===== config.mk =====
export PLATFORM = sky130hd
export DESIGN_NAME = rawdep_guard
export DESIGN_NICKNAME = d
export VERILOG_FILES = /design/src/rtl/rawdep_pkg.sv /design/src/rtl/rawdep_pipe.sv /design/src/rtl/rawdep_cmp.sv /design/src/rtl/rawdep_ctl.sv /design/src/rtl/rawdep_guard.sv
export SDC_FILE = /design/constraint.sdc
export NUM_CORES = 1
export LEC_CHECK = 0
export ABC_AREA = 0
export BUFFER_PORTS_ARGS = -buffer_cell sky130_fd_sc_hd__buf_2
export CORE_MARGIN = 5
export CORE_UTILIZATION = 40
export CTS_BUF_LIST = sky130_fd_sc_hd__clkbuf_8
export DETAILED_ROUTE_END_ITERATION = 10
export PLACE_DENSITY = 0.7
export SYNTH_ARGS = -nofsm -noshare
export SYNTH_HDL_FRONTEND = slang
export SYNTH_SLANG_ARGS = --single-unit

===== constraint.sdc =====
create_clock -name clk -period 2.6 [get_ports clk]
set_clock_uncertainty 0.2 [all_clocks]
set_input_delay 0.52 -clock clk [delete_from_list [all_inputs] [get_ports clk]]
set_output_delay 0.52 -clock clk [all_outputs]
set_load 0.005 [all_outputs]

===== src/rtl/rawdep_pkg.sv =====
package rawdep_pkg;

    parameter int RF_AW = 5;

    typedef enum int {
        STG_EX  = 0,
        STG_MEM = 1,
        STG_WB  = 2
    } stage_idx_e;

    typedef struct packed {
        logic             valid;
        logic             wr;
        logic [RF_AW-1:0] dst;
    } stage_tag_t;

    function automatic stage_tag_t empty_tag();
        stage_tag_t t;
        t = '0;
        return t;
    endfunction

    // true when the stage will write a real register equal to src
    function automatic logic tag_writes(input stage_tag_t t, input logic [RF_AW-1:0] src);
        return t.valid && t.wr && (t.dst != '0) && (t.dst == src);
    endfunction

endpackage


===== src/rtl/rawdep_pipe.sv =====
module rawdep_pipe
    import rawdep_pkg::*;
#(
    parameter int N = 3
) (
    input  logic                 clk,
    input  logic                 rst,
    input  stage_tag_t           head_in,
    output stage_tag_t [N-1:0]   stg_q
);

    for (genvar i = 0; i < N; i++) begin : g_stage
        if (i == 0) begin : g_head
            always_ff @(posedge clk) begin
                if (rst) stg_q[i] <= empty_tag();
                else     stg_q[i] <= head_in;
            end
        end else begin : g_body
            always_ff @(posedge clk) begin
                if (rst) stg_q[i] <= empty_tag();
                else     stg_q[i] <= stg_q[i-1];
            end
        end
    end

endmodule


===== src/rtl/rawdep_cmp.sv =====
module rawdep_cmp
    import rawdep_pkg::*;
#(
    parameter int N    = 3,
    parameter int NCMP = 2
) (
    input  stage_tag_t [N-1:0] stg,
    input  logic [RF_AW-1:0]   src,
    input  logic               use_en,
    output logic               hit
);

    logic [N-1:0] match;

    for (genvar i = 0; i < N; i++) begin : g_cmp
        localparam logic EN = (i < NCMP);
        assign match[i] = tag_writes(stg[i], src) & EN;
    end

    assign hit = use_en & (|match);

endmodule


===== src/rtl/rawdep_ctl.sv =====
module rawdep_ctl
    import rawdep_pkg::*;
(
    input  logic             dec_valid,
    input  logic             dec_wr,
    input  logic [RF_AW-1:0] dec_dst,
    input  logic             hit_a,
    input  logic             hit_b,
    output logic             stall,
    output logic             hold_pc,
    output logic             hold_ifid,
    output logic             bubble,
    output stage_tag_t       ex_head
);

    always_comb begin
        stall     = dec_valid & (hit_a | hit_b);
        hold_pc   = stall;
        hold_ifid = stall;
        bubble    = stall | ~dec_valid;
        if (bubble) begin
            ex_head = empty_tag();
        end else begin
            ex_head.valid = 1'b1;
            ex_head.wr    = dec_wr;
            ex_head.dst   = dec_dst;
        end
    end

endmodule


===== src/rtl/rawdep_guard.sv =====
module rawdep_guard
    import rawdep_pkg::*;
#(
    parameter int AW             = RF_AW,
    parameter int NUM_LATE       = 3,
    parameter bit RF_WRITE_FIRST = 1'b1
) (
    input  logic          clk,
    input  logic          rst,
    input  logic          dec_valid,
    input  logic [AW-1:0] dec_src_a,
    input  logic          dec_rd_a,
    input  logic [AW-1:0] dec_src_b,
    input  logic          dec_rd_b,
    input  logic [AW-1:0] dec_dst,
    input  logic          dec_wr,
    output logic          stall_o,
    output logic          hold_pc,
    output logic          hold_ifid,
    output logic          ex_bubble,
    output logic          ex_valid,
    output logic          ex_wr,
    output logic [AW-1:0] ex_dst
);

    localparam int NCMP = RF_WRITE_FIRST ? NUM_LATE - 1 : NUM_LATE;

    stage_tag_t [NUM_LATE-1:0] stg;
    stage_tag_t                ex_head;
    logic                      hit_a;
    logic                      hit_b;

    rawdep_pipe #(.N(NUM_LATE)) u_pipe (
        .clk     (clk),
        .rst     (rst),
        .head_in (ex_head),
        .stg_q   (stg)
    );

    rawdep_cmp #(.N(NUM_LATE), .NCMP(NCMP)) u_cmp_a (
        .stg    (stg),
        .src    (dec_src_a),
        .use_en (dec_rd_a),
        .hit    (hit_a)
    );

    rawdep_cmp #(.N(NUM_LATE), .NCMP(NCMP)) u_cmp_b (
        .stg    (stg),
        .src    (dec_src_b),
        .use_en (dec_rd_b),
        .hit    (hit_b)
    );

    rawdep_ctl u_ctl (
        .dec_valid (dec_valid),
        .dec_wr    (dec_wr),
        .dec_dst   (dec_dst),
        .hit_a     (hit_a),
        .hit_b     (hit_b),
        .stall     (stall_o),
        .hold_pc   (hold_pc),
        .hold_ifid (hold_ifid),
        .bubble    (ex_bubble),
        .ex_head   (ex_head)
    );

    assign ex_valid = stg[STG_EX].valid;
    assign ex_wr    = stg[STG_EX].wr;
    assign ex_dst   = stg[STG_EX].dst;

endmodule


# ---- Yosys cells after proc, flatten, opt, wreduce, memory -nomap -nowiden
# Cells that the tools add are included.
dict set report word_totals {
  regBits 14
  latchBits 0
  mem_bits_rw 0
  rom_bits 0
  inputBits 21
  output_inout_bits 11
  wordCells 30
  memories 0
}
dict set report op_classes {
  add_sub_neg 0
  mul 0
  div_mod_pow 0
  order_cmp 0
  n_eq_ne 4
  shifts 0
  n_mux 1
  bitwise 6
  n_reduce_logical 13
}
# cell count
set ops {}
lappend ops {{5-bit equality test} 4}
lappend ops {{5-bit nonzero test} 2}
lappend ops {{1-bit logical AND} 8}
lappend ops {{7-bit 2-to-1 mux} 1}
lappend ops {{2-bit OR reduction} 3}
lappend ops {{1-bit bitwise AND} 3}
lappend ops {{1-bit bitwise OR} 2}
lappend ops {{1-bit inverter} 1}

# ---- Logic depth before layout (Yosys ltp)
# Gate-level depths: netlist of the first run.
dict set report depth {
  word_depth 9
  ltp_mapped 6
  ltp_nobuf 5
}

# ---- Hierarchy
# From an unflattened synthesis of the first run, not the netlist that was laid out.
dict set report unflattened {
  cells_unflattened 93
  hier_area_um2 1016.0
}
# module instances cells_per_inst area_each_um2 seq_area_each_um2
set modules_own_cells {}
lappend modules_own_cells {rawdep_pipe 1 44 624.3 420.4}
lappend modules_own_cells {rawdep_cmp 2 19 138.9 0.0}
lappend modules_own_cells {rawdep_ctl 1 11 113.9 0.0}

# ---- Least setup slack after synthesis of the first run
# Ideal clock, no wire load.
dict set report synth_path {
  path_kind {register -> output}
  start {reg u_pipe.stg_q[4] in the netlist's numbering}
  end {out hold_pc}
  arrival_time_ns 1.493
  required_time_ns 1.880
  path_slack_ns 0.387
  path_stages_with_launch 6
  n_path_buf 1
  cell_sequence {dfxtp_1 or3_1 o311a_1 a22oi_4 nor2b_1 buf_4}
}
dict set report synth_between {
  elab_chain_cells 7
  word_cells_on_any_way 12
  cone_classes {eq/ne: 2; bitwise: 4; reduce/logical: 6}
}
# item line
set synth_rtl {}
lappend synth_rtl {{start, declared} rawdep_pipe.sv:9} ;# output stage_tag_t [N-1:0] stg_q
lappend synth_rtl {{start signal, assigned by index} rawdep_pipe.sv:15} ;# if (rst) stg_q[i] <= empty_tag();
lappend synth_rtl {{start signal, assigned by index} rawdep_pipe.sv:16} ;# else stg_q[i] <= head_in;
lappend synth_rtl {{5-bit nonzero test} rawdep_pkg.sv:25} ;# return t.valid && t.wr && (t.dst != '0) && (t.dst == src);
lappend synth_rtl {{1-bit logical AND (2 in a row)} rawdep_pkg.sv:25}
lappend synth_rtl {{2-bit OR reduction} rawdep_cmp.sv:20} ;# assign hit = use_en & (|match);
lappend synth_rtl {{1-bit bitwise AND} rawdep_cmp.sv:20}
lappend synth_rtl {{1-bit bitwise OR *} rawdep_ctl.sv:17} ;# stall = dec_valid & (hit_a | hit_b);
lappend synth_rtl {{1-bit bitwise AND *} rawdep_ctl.sv:17}
lappend synth_rtl {{end, declared} rawdep_guard.sv:18} ;# output logic hold_pc,
# Mark *: on every way between the ends. The rest lies on a longest branch, timed or not.

# ---- Final worst setup path of the first run
dict set report layout_path {
  start {reg u_pipe.stg_q[4] in the netlist's numbering}
  end {out hold_ifid}
}
dict set report layout_between {
  elab_chain_cells 7
  word_cells_on_any_way 12
  cone_classes {eq/ne: 2; bitwise: 4; reduce/logical: 6}
}
# item line
set layout_rtl {}
lappend layout_rtl {{5-bit nonzero test} rawdep_pkg.sv:25}
lappend layout_rtl {{1-bit logical AND (2 in a row)} rawdep_pkg.sv:25}
lappend layout_rtl {{2-bit OR reduction} rawdep_cmp.sv:20}
lappend layout_rtl {{1-bit bitwise AND} rawdep_cmp.sv:20}
lappend layout_rtl {{1-bit bitwise OR *} rawdep_ctl.sv:17}
lappend layout_rtl {{1-bit bitwise AND *} rawdep_ctl.sv:17}
lappend layout_rtl {{end, declared} rawdep_guard.sv:19} ;# output logic hold_ifid,
# Marked as above.

==> results of run 1 <==
worst reg2reg max path: stages (launching register included):
cell,delay [ns]
sky130_fd_sc_hd__dfxtp_1,0.37
sky130_fd_sc_hd__or3_1,0.39
sky130_fd_sc_hd__o311a_1,0.33
sky130_fd_sc_hd__a22oi_4,0.21
sky130_fd_sc_hd__buf_4,0.15
sky130_fd_sc_hd__and3_1,0.15
metal layers:
metal | global-route usage [%] | wire length [µm]
met2 | 19.6 | 661
met1 | 12.0 | 572
met3 | 5.13 | 231
met5 | 0 | 0
met4 | 3.83 | 0
worst max-delay path by stage:
stage                            to             from  slack [ns]
after floorplan             hold_pc  u_pipe.stg_q[4]        0.39
after global placement    hold_ifid     dec_src_b[2]        0.24
after detailed placement  hold_ifid     dec_src_b[2]        0.17
after CTS                 hold_ifid  u_pipe.stg_q[4]        0.04
after global routing      hold_ifid  u_pipe.stg_q[3]        0.03
final                     hold_ifid  u_pipe.stg_q[4]        0.12
final cells by class:
type / count / area, µm² / area share [%]
Multi-Input combinational cell: 52 / 385 / 42.8
Sequential cell: 14 / 280 / 31.1
Timing Repair Buffer: 32 / 163 / 18.1
Clock buffer: 3 / 41.3 / 4.58
Tap cell: 25 / 31.3 / 3.47
cells by family (layout without fill, tap and decap cells):
family                    Yosys count  count (layout)  share of synthesized area (%)
and+or+nand+nor                    27              27                           21.8
AOI/OAI and AO/OA                   5               5                           7.49
DFF                                14              14                           39.0
buffers and inverters               7              35                           7.32
xor gates and xnor gates           20              20                           24.4
layout by cell type (no fill, tap or decap):
| cell | instances |
|---|---|
| sky130_fd_sc_hd__buf_2 | 31 |
| sky130_fd_sc_hd__xnor2_1 | 20 |
| sky130_fd_sc_hd__dfxtp_1 | 14 |
| sky130_fd_sc_hd__nor2b_1 | 9 |
| sky130_fd_sc_hd__and3_1 | 6 |
| sky130_fd_sc_hd__nand2_1 | 5 |
| sky130_fd_sc_hd__nand4_1 | 4 |
| sky130_fd_sc_hd__clkbuf_8 | 3 |
| sky130_fd_sc_hd__o22ai_1 | 2 |
| sky130_fd_sc_hd__or3_1 | 2 |
| sky130_fd_sc_hd__o311a_1 | 2 |
| sky130_fd_sc_hd__a22oi_4 | 1 |
| sky130_fd_sc_hd__and2_1 | 1 |
| sky130_fd_sc_hd__buf_4 | 1 |
power by group:
group / total (mW) / internal (mW) / leakage [nW] / switching (mW)
Clock: 0.164 / 0.102 / 0.0216 / 0.0627
Combinational: 0.0645 / 0.0384 / 0.301 / 0.0261
Sequential: 0.231 / 0.223 / 0.115 / 0.00877
Total: 0.460 / 0.363 / 0.437 / 0.0976
==> impl_results.html, run 1 <==
<table>
<tr><th>Metric</th><th>Value</th></tr>
<tr><th colspan="2">Floorplan</th></tr>
<tr><td>Core ar.</td><td>1710 µm²</td></tr>
<tr><td>Die X-Extent</td><td>approximately 52 µm</td></tr>
<tr><td>IO Count</td><td>32</td></tr>
<tr><td>FP Rows</td><td>15</td></tr>
<tr><td>Starting utilization of the core area</td><td>~42%</td></tr>
<tr><td>Die outline area</td><td>around 2700 µm²</td></tr>
<tr><td>Y dimension of the die</td><td>roughly 52 µm</td></tr>
<tr><th colspan="2">Clock tree</th></tr>
<tr><td>Latest clock arrival within the worst-skew pair</td><td>0.23 ns</td></tr>
<tr><td>Hold buffer count at cts</td><td>0</td></tr>
<tr><td>Clock tree buffer depth</td><td>2</td></tr>
<tr><td>Num CTS Buffers</td><td>3</td></tr>
<tr><td>Post-CTS setup-driven buffer insertion count</td><td>0</td></tr>
<tr><td>Cell chosen for the clock root</td><td>sky130_fd_sc_hd__clkbuf_8</td></tr>
<tr><td>H-tree levels</td><td>1</td></tr>
<tr><td>CTS tree</td><td>yes</td></tr>
<tr><td>Clock transition at the registers of the reported paths</td><td>around 0.050 ns</td></tr>
<tr><td>Number of gates resized after cts</td><td>0</td></tr>
<tr><td>Sinks on Clock Net</td><td>14</td></tr>
<tr><th colspan="2">Worst setup path</th></tr>
<tr><td>Worst path max stage delay</td><td>between 0.3 and 0.4 ns</td></tr>
<tr><td>Setup slack, reg-to-reg</td><td>0.73 ns</td></tr>
<tr><td>Category of the worst setup path capture point</td><td>output pin</td></tr>
<tr><td>Cell family with the largest share of critical-path delay</td><td>compound AO/OA/AOI/OAI gates</td></tr>
<tr><td>Launching element type of the critical path</td><td>flip-flop</td></tr>
<tr><td>Worst path required time</td><td>about 1.9 ns</td></tr>
<tr><td>Critical path, cell by cell</td><td>or3_1, o311a_1, a22oi_4, nor2b_1, buf_2</td></tr>
<tr><td>Worst-path fanout max</td><td>5</td></tr>
<tr><td>CP Buf/Inv Count</td><td>1</td></tr>
<tr><td>Cell type of the slowest stage on the worst timing path</td><td>sky130_fd_sc_hd__or3_1</td></tr>
<tr><td>Worst EP arrival</td><td>1.76 ns</td></tr>
<tr><td>R2R Path End</td><td>u_pipe.stg_q[3]</td></tr>
<tr><td>Crit. path cell count</td><td>5</td></tr>
<tr><td>Worst reg2reg path startpoint</td><td>u_pipe.stg_q[4]</td></tr>
<tr><td>Category of the most critical setup path</td><td>flip-flop to output pin</td></tr>
<tr><td>Depth of the worst register-to-register path</td><td>5</td></tr>
<tr><th colspan="2">Timing</th></tr>
<tr><td>Slew Limit Fails</td><td>0</td></tr>
<tr><td>RSZ-0062 raised after global routing</td><td>no</td></tr>
<tr><td>Share of the clock period used by the worst path after layout</td><td>between 90% and 100%</td></tr>
<tr><td>Maximum operating frequency</td><td>403 MHz</td></tr>
<tr><td>Finish-stage setup viols</td><td>0</td></tr>
<tr><td>Number of hold-slack violations in the final timing report</td><td>0</td></tr>
<tr><td>Final WS setup</td><td>between 0.1 and 0.15 ns</td></tr>
<tr><td>Worst-case hold slack</td><td>between 0.2 and 0.3 ns</td></tr>
<tr><td>Minimum clock period</td><td>approximately 2.5 ns</td></tr>
<tr><td>Actual transition at the worst max-transition pin</td><td>about 0.34 ns</td></tr>
<tr><td>Max-slew headroom</td><td>roughly 77%</td></tr>
<tr><td>Summed negative setup slack over all endpoints</td><td>0 ns</td></tr>
<tr><th colspan="2">Synthesis</th></tr>
<tr><td>Count of yosys warnings during synthesis</td><td>0</td></tr>
<tr><td>Cell count after synthesis</td><td>73</td></tr>
<tr><td>Total nets after synthesis</td><td>between 90 and 100</td></tr>
<tr><td>Most area-hungry cell type in the Yosys netlist</td><td>sky130_fd_sc_hd__dfxtp_1</td></tr>
<tr><td>Share of synthesized area occupied by flip-flops and latches</td><td>39.0%</td></tr>
<tr><td>Average cell area after synthesis</td><td>roughly 9.8 µm²</td></tr>
<tr><td>Leading cell type by number of instances after synthesis</td><td>sky130_fd_sc_hd__xnor2_1</td></tr>
<tr><td>Mapped cell area</td><td>between 700 and 800 µm²</td></tr>
<tr><td>Number of distinct library cells after synthesis</td><td>12</td></tr>
<tr><td>Number of flops mapped to enable cells by yosys</td><td>0</td></tr>
<tr><td>Post-synthesis sequential element count</td><td>14</td></tr>
<tr><td>Share of flip-flops with an asynchronous set or reset after synthesis</td><td>0%</td></tr>
<tr><td>Area contributors post-synth</td><td>sky130_fd_sc_hd__dfxtp_1, sky130_fd_sc_hd__xnor2_1, sky130_fd_sc_hd__nor2b_1</td></tr>
<tr><td>Synth top cells by count</td><td>sky130_fd_sc_hd__xnor2_1, sky130_fd_sc_hd__dfxtp_1, sky130_fd_sc_hd__nor2b_1</td></tr>
<tr><td>Most frequently used flop master after synthesis</td><td>sky130_fd_sc_hd__dfxtp_1</td></tr>
<tr><td>Fraction of post-synthesis cell area in the top cell type by area</td><td>39.0%</td></tr>
<tr><th colspan="2">Min path</th></tr>
<tr><td>Critical hold path startpoint</td><td>u_pipe.stg_q[6]</td></tr>
<tr><td>Min-delay worst type</td><td>flip-flop to flip-flop</td></tr>
<tr><td>Count of cells along the worst hold path</td><td>1</td></tr>
<tr><td>Worst Hold Endpoint</td><td>u_pipe.stg_q[13]</td></tr>
<tr><th colspan="2">Cells and area</th></tr>
<tr><td>Post-layout util</td><td>about 53%</td></tr>
<tr><td>Area of all placed cells without fillers</td><td>around 900 µm²</td></tr>
<tr><td>Layout overhead on the synthesized area</td><td>25.4%</td></tr>
<tr><td>Share of post-route cells with drive strength above 1</td><td>~36%</td></tr>
<tr><td>Antenna diodes</td><td>0</td></tr>
<tr><td>Registers with the most flip-flops</td><td>u_pipe.stg_q (14)</td></tr>
<tr><td>Fin cells</td><td>between 100 and 150</td></tr>
<tr><td>Max reg flops</td><td>14</td></tr>
<tr><td>Net count, final</td><td>124</td></tr>
<tr><td>Register bank with the most flops</td><td>u_pipe.stg_q</td></tr>
<tr><td>Number of filler cells placed in the layout</td><td>167</td></tr>
<tr><th colspan="2">Drt</th></tr>
<tr><td>TritonRoute pass-1 iters</td><td>4</td></tr>
<tr><td>Remaining antenna violation count after routing</td><td>0</td></tr>
<tr><td>Via total after detailed routing</td><td>slightly below 600</td></tr>
<tr><td>Mean number of vias per cell</td><td>between 4 and 5</td></tr>
<tr><td>Total Wirelength</td><td>around 1500 µm</td></tr>
<tr><td>DRC violations left</td><td>0</td></tr>
<tr><td>Average wire per standard cell</td><td>roughly 12 µm</td></tr>
<tr><td>Detailed Route Iter0 Violations</td><td>13</td></tr>
<tr><th colspan="2">Job</th></tr>
<tr><td>Max-cap check violation count</td><td>0</td></tr>
<tr><th colspan="2">Global routing</th></tr>
<tr><td>Largest net degree at the start of global routing</td><td>10</td></tr>
<tr><td>Antenna violations before repair</td><td>0</td></tr>
<tr><td>Wire length of the first global-routing pass</td><td>roughly 2300 µm</td></tr>
<tr><td>GRT Overall Usage</td><td>a little under an eighth</td></tr>
<tr><td>Total gr overflow</td><td>0</td></tr>
<tr><td>Number of global-route vias before repair</td><td>around 550</td></tr>
<tr><th colspan="2">Power</th></tr>
<tr><td>Maximum vdd drop</td><td>~380 µV</td></tr>
<tr><td>Leakage power summed over all cells</td><td>between 0.4 and 0.5 nW</td></tr>
<tr><td>Power density of the placed cells</td><td>~510 nW/µm²</td></tr>
<tr><td>Total power</td><td>around 0.46 mW</td></tr>
<tr><th colspan="2">Placed design</th></tr>
<tr><td>Final weighted congestion of routability-driven global placement</td><td>0.745</td></tr>
<tr><td>Number of buffers added on ports</td><td>31</td></tr>
<tr><td>Worst setup timing slack at the placement stage</td><td>approximately 0.17 ns</td></tr>
<tr><td>Number of placed instances, taps included</td><td>about 120</td></tr>
<tr><td>Post-DP Area</td><td>about 850 µm²</td></tr>
<tr><th colspan="2">Outcome</th></tr>
<tr><td>Run status</td><td>complete, no violations</td></tr>
</table>
(Power assumes the default switching activity.)
==> run 2: changes to the inputs <==
--- a/config.mk
+++ b/config.mk
@@ -8,10 +8,10 @@
 export ABC_AREA = 0
 export BUFFER_PORTS_ARGS = -buffer_cell sky130_fd_sc_hd__buf_2
 export CORE_MARGIN = 5
-export CORE_UTILIZATION = 40
+export CORE_UTILIZATION = 46
 export CTS_BUF_LIST = sky130_fd_sc_hd__clkbuf_8
 export DETAILED_ROUTE_END_ITERATION = 10
-export PLACE_DENSITY = 0.7
+export PLACE_DENSITY = 0.78
 export SYNTH_ARGS = -nofsm -noshare
 export SYNTH_HDL_FRONTEND = slang
 export SYNTH_SLANG_ARGS = --single-unit
==> constraint.sdc (replaced) <==
create_clock -name clk -period 2.6 [get_ports clk]
set_clock_uncertainty 0.2 [all_clocks]
set_input_delay 0.13 -clock clk [delete_from_list [all_inputs] [get_ports clk]]
set_output_delay 0.13 -clock clk [all_outputs]
set_load 0.005 [all_outputs]
==> run 2 against run 1 <==
Final cell count decreased by 1.6%. First-iteration DRC count fell by 69%. Count of clock-buffer cells in the layout up 1. Worst hold slack worse by 0.097 ns. Non-clock buffer count up 6.
==> impl_results.html, run 2 (synthesized netlist as in run 1, its figures left out) <==
<table>
<tr><th>Metric</th><th>Value</th></tr>
<tr><th colspan="2">Cells and area</th></tr>
<tr><td>Layout overhead on the synthesized area</td><td>34.5%</td></tr>
<tr><td>Antenna diodes</td><td>0 (unchanged)</td></tr>
<tr><td>Leading cell type in the layout, fill and taps excluded</td><td>sky130_fd_sc_hd__buf_2</td></tr>
<tr><td>Number of filler cells placed in the layout</td><td>122 (-27%)</td></tr>
<tr><td>Registers with the most flip-flops</td><td>u_pipe.stg_q (14)</td></tr>
<tr><td>Post-layout util</td><td>64.9% (+12 points)</td></tr>
<tr><td>Register bank with the most flops</td><td>u_pipe.stg_q</td></tr>
<tr><td>Max reg flops</td><td>14 (unchanged)</td></tr>
<tr><td>Commonest non-fill, non-tap cells in the layout</td><td>sky130_fd_sc_hd__buf_2, sky130_fd_sc_hd__xnor2_1, sky130_fd_sc_hd__dfxtp_1</td></tr>
<tr><td>Area of all placed cells without fillers</td><td>966 µm² (+7.2%)</td></tr>
<tr><td>Net count, final</td><td>130 (+4.8%)</td></tr>
<tr><td>Share of post-route cells with drive strength above 1</td><td>33.3% (-2.3 points)</td></tr>
<tr><th colspan="2">Timing</th></tr>
<tr><td>Actual transition at the worst max-transition pin</td><td>0.308 ns (-0.0339 ns)</td></tr>
<tr><td>Slew Limit Fails</td><td>0 (unchanged)</td></tr>
<tr><td>Share of the clock period used by the worst path after layout</td><td>82.2% (-13 points)</td></tr>
<tr><td>Max-slew headroom</td><td>79.4% (+2.2 points)</td></tr>
<tr><td>Worst-case hold slack</td><td>0.185 ns (-0.0967 ns)</td></tr>
<tr><td>Minimum clock period</td><td>2.14 ns (-0.344 ns)</td></tr>
<tr><td>RSZ-0062 raised after global routing</td><td>no</td></tr>
<tr><td>Summed negative setup slack over all endpoints</td><td>0 ns (unchanged)</td></tr>
<tr><td>Finish-stage setup viols</td><td>0 (unchanged)</td></tr>
<tr><td>Maximum operating frequency</td><td>468 MHz (+16%)</td></tr>
<tr><td>Number of hold-slack violations in the final timing report</td><td>0 (unchanged)</td></tr>
<tr><th colspan="2">Outcome</th></tr>
<tr><td>Run status</td><td>complete, no violations</td></tr>
<tr><th colspan="2">Global routing</th></tr>
<tr><td>GRT Overall Usage</td><td>13.0% (+1.6 points)</td></tr>
<tr><td>Number of global-route vias before repair</td><td>605 (+11%)</td></tr>
<tr><td>Total gr overflow</td><td>0 (unchanged)</td></tr>
<tr><td>Largest net degree at the start of global routing</td><td>10 (unchanged)</td></tr>
<tr><td>Wire length of the first global-routing pass</td><td>2540 µm (+12%)</td></tr>
<tr><td>Antenna violations before repair</td><td>0 (unchanged)</td></tr>
<tr><th colspan="2">Drt</th></tr>
<tr><td>TritonRoute pass-1 iters</td><td>4 (unchanged)</td></tr>
<tr><td>Via total after detailed routing</td><td>601 (+1.9%)</td></tr>
<tr><td>Detailed Route Iter0 Violations</td><td>4 (-9)</td></tr>
<tr><td>Remaining antenna violation count after routing</td><td>0 (unchanged)</td></tr>
<tr><td>DRC violations left</td><td>0 (unchanged)</td></tr>
<tr><td>Average wire per standard cell</td><td>12.7 µm (+9.2%)</td></tr>
<tr><td>Mean number of vias per cell</td><td>4.85 (+3.5%)</td></tr>
<tr><td>Total Wirelength</td><td>1580 µm (+7.5%)</td></tr>
<tr><th colspan="2">Floorplan</th></tr>
<tr><td>Starting utilization of the core area</td><td>48.2% (+6.2 points)</td></tr>
<tr><td>Die X-Extent</td><td>49.5 µm (-5.5%)</td></tr>
<tr><td>IO Count</td><td>32 (unchanged)</td></tr>
<tr><td>FP Rows</td><td>14 (-1)</td></tr>
<tr><td>Die outline area</td><td>2450 µm² (-11%)</td></tr>
<tr><td>Y dimension of the die</td><td>49.5 µm (-5.5%)</td></tr>
<tr><td>Core ar.</td><td>1490 µm² (-13%)</td></tr>
<tr><th colspan="2">Clock tree</th></tr>
<tr><td>Sinks on Clock Net</td><td>14 (unchanged)</td></tr>
<tr><td>H-tree levels</td><td>1 (unchanged)</td></tr>
<tr><td>Clock transition at the registers of the reported paths</td><td>0.05 ns (about the same)</td></tr>
<tr><td>Post-CTS setup-driven buffer insertion count</td><td>0 (unchanged)</td></tr>
<tr><td>Latest clock arrival within the worst-skew pair</td><td>0.24 ns (about the same)</td></tr>
<tr><td>Clock tree buffer depth</td><td>2 (unchanged)</td></tr>
<tr><td>Cell chosen for the clock root</td><td>sky130_fd_sc_hd__clkbuf_8</td></tr>
<tr><td>CTS tree</td><td>yes</td></tr>
<tr><td>Num CTS Buffers</td><td>3 (unchanged)</td></tr>
<tr><th colspan="2">Worst setup path</th></tr>
<tr><td>Worst-path fanout max</td><td>9 (+4)</td></tr>
<tr><td>Launching element type of the critical path</td><td>flip-flop</td></tr>
<tr><td>Worst EP arrival</td><td>1.81 ns (+0.05 ns)</td></tr>
<tr><td>Worst path required time</td><td>2.27 ns (+0.39 ns)</td></tr>
<tr><td>Category of the most critical setup path</td><td>flip-flop to output pin</td></tr>
<tr><td>Category of the worst setup path capture point</td><td>output pin</td></tr>
<tr><th colspan="2">Power</th></tr>
<tr><td>Leakage power summed over all cells</td><td>0.469 nW (+7.5%)</td></tr>
<tr><td>Maximum vdd drop</td><td>363 µV (-5.2%)</td></tr>
<tr><td>Power density of the placed cells</td><td>526 nW/µm² (+2.8%)</td></tr>
<tr><td>Total power</td><td>0.508 mW (+10%)</td></tr>
<tr><th colspan="2">Min path</th></tr>
<tr><td>Min-delay worst type</td><td>input port to flip-flop</td></tr>
<tr><th colspan="2">Job</th></tr>
<tr><td>Max-cap check violation count</td><td>0 (unchanged)</td></tr>
<tr><th colspan="2">Placed design</th></tr>
<tr><td>Post-DP Area</td><td>841 µm² (-1.3%)</td></tr>
<tr><td>Final weighted congestion of routability-driven global placement</td><td>0.930 (+25%)</td></tr>
<tr><td>Number of buffers added on ports</td><td>31 (unchanged)</td></tr>
</table>
-- run 2: cell count changes in the layout (fill, tap and decap cells not counted), sizes merged --
| cell | delta |
|---|---|
| dlygate4sd3 | +7 |
| buf | -1 |
| clkbuf | +1 |
-- run 2: layout make-up --
cell class / count / area, µm² / share of cell area [%]
flip-flops and latches: 14 / 280 / 29.0
well taps: 16 / 20.0 / 2.07
repair buffers: 38 / 225 / 23.3
clock buffers: 4 / 55.1 / 5.70
multi-input cells: 52 / 385 / 39.9
-- run 2: power breakdown --
group	leakage [nW]	internal, mW	total (mW)	switching [mW]
Combinational	0.326	0.0453	0.0736	0.0283
Clock	0.0288	0.134	0.203	0.0693
Sequential	0.115	0.222	0.231	0.00855
-- run 2: routing by layer --
metal / vias to the layer above / global-route usage (%) / part of all wire [%]
met1: 260 / 15.9 / 44
met3: 0 / 3.01 / 9.8
met2: 28 / 21.7 / 46
li1: 313 / - / -
met5: - / 0 / 0
met4: 0 / 5.24 / 0
-- run 2: timing repair --
item / in CTS / in global routing
gates resized for setup: 0 / 0
hold buffers: 7 / 0
hold endpoints to repair: 13 / 0
setup endpoints to repair: 0 / 0
-- run 2: critical path, stage by stage, from the launching register on --
cell	delay (ns)
sky130_fd_sc_hd__dfxtp_1	0.35
sky130_fd_sc_hd__or3_1	0.38
sky130_fd_sc_hd__o311a_1	0.33
sky130_fd_sc_hd__a22oi_4	0.27
sky130_fd_sc_hd__nor2b_1	0.10
sky130_fd_sc_hd__buf_2	0.14
-- run 2: path summary, 6_finish.rpt --
check             depth (start not counted)  slack (ns)                to       startpoint
hold reg to reg                           1        0.29  u_pipe.stg_q[13]  u_pipe.stg_q[6]
setup reg to reg                          4        0.82   u_pipe.stg_q[1]  u_pipe.stg_q[4]
hold / removal                            3        0.19   u_pipe.stg_q[6]        dec_valid
setup / recovery                          5        0.46         hold_ifid  u_pipe.stg_q[4]
-- run 2: metrics by stage --
step / setup WS, ns / instances
floorplan: 0.777 / 73
global placement: 0.765 / 113
detailed placement: 0.733 / 113
CTS: 0.453 / 124
global route: 0.384 / 124
finish: 0.462 / 124
==> run 3: changes to the inputs <==
--- a/config.mk
+++ b/config.mk
@@ -8,10 +8,10 @@
 export ABC_AREA = 0
 export BUFFER_PORTS_ARGS = -buffer_cell sky130_fd_sc_hd__buf_2
 export CORE_MARGIN = 5
-export CORE_UTILIZATION = 46
+export CORE_UTILIZATION = 43
 export CTS_BUF_LIST = sky130_fd_sc_hd__clkbuf_8
 export DETAILED_ROUTE_END_ITERATION = 10
-export PLACE_DENSITY = 0.78
+export PLACE_DENSITY = 0.77
 export SYNTH_ARGS = -nofsm -noshare
 export SYNTH_HDL_FRONTEND = slang
 export SYNTH_SLANG_ARGS = --single-unit
==> constraint.sdc (replaced) <==
create_clock -name clk -period 1.9 [get_ports clk]
set_clock_uncertainty 0.2 [all_clocks]
set_input_delay 0.095 -clock clk [delete_from_list [all_inputs] [get_ports clk]]
set_output_delay 0.095 -clock clk [all_outputs]
set_load 0.005 [all_outputs]
==> run 3 against run 2 <==
Core utilization hardly changed. Combinational power is 45% higher. Via count up 6.0%. First-iteration DRC count grew 50%. Wire length rose by 6.9%. Worst hold slack got worse by 0.030 ns. Die area up 5.5%. Sequential power grew 36%. Flip-flop and latch count did not move. Non-clock buffer count up 3. Cell area up 3.5%. The run now ends with negative setup slack left.
==> impl_results.html, run 3 (synthesized netlist as in run 1, its figures left out) <==
<table>
<tr><th>Metric</th><th>Value</th></tr>
<tr><th colspan="2">Outcome</th></tr>
<tr><td>Run status</td><td>finished, violations left</td></tr>
<tr><td>Violations in the final reports</td><td>negative setup slack</td></tr>
<tr><th colspan="2">Floorplan</th></tr>
<tr><td>Die outline area</td><td>2590 µm² (+5.5%)</td></tr>
<tr><td>IO Count</td><td>32 (unchanged)</td></tr>
<tr><td>Die X-Extent</td><td>50.9 µm (+2.7%)</td></tr>
<tr><td>Core ar.</td><td>1540 µm² (+3.5%)</td></tr>
<tr><td>Starting utilization of the core area</td><td>46.6% (-1.6 points)</td></tr>
<tr><td>FP Rows</td><td>14 (unchanged)</td></tr>
<tr><td>Y dimension of the die</td><td>50.9 µm (+2.7%)</td></tr>
<tr><th colspan="2">Global routing</th></tr>
<tr><td>GRT Overall Usage</td><td>14.5% (+1.5 points)</td></tr>
<tr><td>Antenna violations before repair</td><td>0 (unchanged)</td></tr>
<tr><td>Wire length of the first global-routing pass</td><td>2840 µm (+12%)</td></tr>
<tr><td>Number of global-route vias before repair</td><td>693 (+15%)</td></tr>
<tr><td>Largest net degree at the start of global routing</td><td>9 (-1)</td></tr>
<tr><td>Total gr overflow</td><td>0 (unchanged)</td></tr>
<tr><th colspan="2">Drt</th></tr>
<tr><td>Detailed Route Iter0 Violations</td><td>6 (+2)</td></tr>
<tr><td>Remaining antenna violation count after routing</td><td>0 (unchanged)</td></tr>
<tr><td>TritonRoute pass-1 iters</td><td>4 (unchanged)</td></tr>
<tr><td>Mean number of vias per cell</td><td>5.02 (+3.5%)</td></tr>
<tr><td>Via total after detailed routing</td><td>637 (+6.0%)</td></tr>
<tr><td>Average wire per standard cell</td><td>13.3 µm (+4.3%)</td></tr>
<tr><td>DRC violations left</td><td>0 (unchanged)</td></tr>
<tr><td>Total Wirelength</td><td>1680 µm (+6.9%)</td></tr>
<tr><th colspan="2">Min path</th></tr>
<tr><td>Min-delay worst type</td><td>input port to flip-flop</td></tr>
<tr><th colspan="2">Placed design</th></tr>
<tr><td>Number of buffers added on ports</td><td>31 (unchanged)</td></tr>
<tr><td>Final weighted congestion of routability-driven global placement</td><td>0.760 (-18%)</td></tr>
<tr><td>Post-DP Area</td><td>856 µm² (+1.8%)</td></tr>
<tr><th colspan="2">Timing</th></tr>
<tr><td>Actual transition at the worst max-transition pin</td><td>0.348 ns (+0.0398 ns)</td></tr>
<tr><td>Minimum clock period</td><td>~2.0 ns</td></tr>
<tr><td>Final WS setup</td><td>-0.0959 ns (-0.558 ns)</td></tr>
<tr><td>Maximum operating frequency</td><td>501 MHz</td></tr>
<tr><td>Max-slew headroom</td><td>76.8% (-2.7 points)</td></tr>
<tr><td>Worst-case hold slack</td><td>0.155 ns (-0.0299 ns)</td></tr>
<tr><td>Slew Limit Fails</td><td>0 (unchanged)</td></tr>
<tr><td>Finish-stage setup viols</td><td>4 (+4)</td></tr>
<tr><td>RSZ-0062 raised after global routing</td><td>yes</td></tr>
<tr><td>Share of the clock period used by the worst path after layout</td><td>105%</td></tr>
<tr><td>Number of hold-slack violations in the final timing report</td><td>0 (unchanged)</td></tr>
<tr><th colspan="2">Clock tree</th></tr>
<tr><td>H-tree levels</td><td>1 (unchanged)</td></tr>
<tr><td>Clock transition at the registers of the reported paths</td><td>0.05 ns (about the same)</td></tr>
<tr><td>CTS tree</td><td>yes</td></tr>
<tr><td>Num CTS Buffers</td><td>3 (unchanged)</td></tr>
<tr><td>Sinks on Clock Net</td><td>14 (unchanged)</td></tr>
<tr><td>Cell chosen for the clock root</td><td>sky130_fd_sc_hd__clkbuf_8</td></tr>
<tr><td>Latest clock arrival within the worst-skew pair</td><td>0.24 ns (about the same)</td></tr>
<tr><td>Clock tree buffer depth</td><td>2 (unchanged)</td></tr>
<tr><th colspan="2">Cells and area</th></tr>
<tr><td>Registers with the most flip-flops</td><td>u_pipe.stg_q (14)</td></tr>
<tr><td>Net count, final</td><td>133 (+2.3%)</td></tr>
<tr><td>Max reg flops</td><td>14 (unchanged)</td></tr>
<tr><td>Commonest non-fill, non-tap cells in the layout</td><td>sky130_fd_sc_hd__buf_2, sky130_fd_sc_hd__xnor2_1, sky130_fd_sc_hd__dfxtp_1</td></tr>
<tr><td>Leading cell type in the layout, fill and taps excluded</td><td>sky130_fd_sc_hd__buf_2</td></tr>
<tr><td>Area of all placed cells without fillers</td><td>1000 µm² (+3.5%)</td></tr>
<tr><td>Share of post-route cells with drive strength above 1</td><td>38.7% (+5.4 points)</td></tr>
<tr><td>Layout overhead on the synthesized area</td><td>39.2%</td></tr>
<tr><td>Antenna diodes</td><td>0 (unchanged)</td></tr>
<tr><td>Register bank with the most flops</td><td>u_pipe.stg_q</td></tr>
<tr><th colspan="2">Power</th></tr>
<tr><td>Maximum vdd drop</td><td>521 µV (+43%)</td></tr>
<tr><td>Leakage power summed over all cells</td><td>0.486 nW (+3.6%)</td></tr>
<tr><td>Power density of the placed cells</td><td>700 nW/µm² (+33%)</td></tr>
<tr><th colspan="2">Worst setup path</th></tr>
<tr><td>Worst EP arrival</td><td>1.70 ns (-0.11 ns)</td></tr>
<tr><td>Category of the most critical setup path</td><td>flip-flop to output pin</td></tr>
<tr><td>Category of the worst setup path capture point</td><td>output pin</td></tr>
<tr><td>Launching element type of the critical path</td><td>flip-flop</td></tr>
<tr><td>Worst path required time</td><td>1.60 ns (-0.67 ns)</td></tr>
<tr><td>Worst-path fanout max</td><td>5 (-4)</td></tr>
<tr><th colspan="2">Job</th></tr>
<tr><td>Max-cap check violation count</td><td>0 (unchanged)</td></tr>
</table>
-- run 3: cell count changes in the layout (fill, tap and decap cells not counted), sizes merged --
cell and delta:
buf +3
-- run 3: final cells by class --
cell class                      count  area [µm²]
Timing Repair Buffer               41         248
Multi-Input combinational cell     52         394
Tap cell                           16        20.0
Fill cell                         136         542
Clock buffer                        4        55.1
Sequential cell                    14         283
-- run 3: final timing paths --
| kind | end | from | slack [ns] | cells after the start |
|---|---|---|---|---|
| setup / recovery | hold_ifid | u_pipe.stg_q[4] | -0.1 | 5 |
| hold / removal | u_pipe.stg_q[6] | dec_valid | 0.16 | 3 |
| setup reg to reg | u_pipe.stg_q[5] | u_pipe.stg_q[4] | 0.07 | 5 |
| hold reg to reg | u_pipe.stg_q[13] | u_pipe.stg_q[6] | 0.28 | 1 |
-- run 3: timing repair --
| item | 4_1_cts | 5_1_grt |
|---|---|---|
| setup endpoints to repair | 4 | 4 |
| hold buffers | 7 | 0 |
| pin swaps | 2 | 0 |
| hold endpoints to repair | 13 | 0 |
| gates resized for setup | 4 | 0 |
| setup buffers | 1 | 0 |
-- run 3: per-layer routing --
metal  global-route usage, %  wire, µm  vias to the layer above  part of all wire (%)
met2                    26.7       861                       28                    51
met3                    5.23       176                        0                    10
met5                       0         0                        -                     0
met4                    5.96         0                        0                     0
li1                        -         -                      318                     -
met1                    14.4       645                      291                    38
-- run 3: report_power, final --
part	switching, mW	internal, mW	total, mW	leakage, nW
clock network	0.0943	0.183	0.277	0.0288
logic	0.0418	0.0648	0.107	0.342
registers	0.0106	0.305	0.315	0.115
total	0.147	0.553	0.699	0.486
-- run 3: critical path: stages, from the launching register on --
cell and delay (ns):
sky130_fd_sc_hd__dfxtp_2 0.32, sky130_fd_sc_hd__or3_1 0.37, sky130_fd_sc_hd__o311a_1 0.34, sky130_fd_sc_hd__a22oi_4 0.23, sky130_fd_sc_hd__nor2b_2 0.07, sky130_fd_sc_hd__buf_2 0.13
-- run 3: metrics by stage --
step	total power, mW	setup TNS [ns]	std cells	utilization, %	setup slack, ns
after global placement	0.412	0	115	55.5	0.111
final	0.699	-0.369	127	64.9	-0.0959
after floorplan	0.373	0	73	-	0.112
after global routing	0.734	-0.740	127	64.9	-0.194
after detailed placement	0.415	0	115	55.5	0.0683
after CTS	0.706	-0.401	127	64.9	-0.105
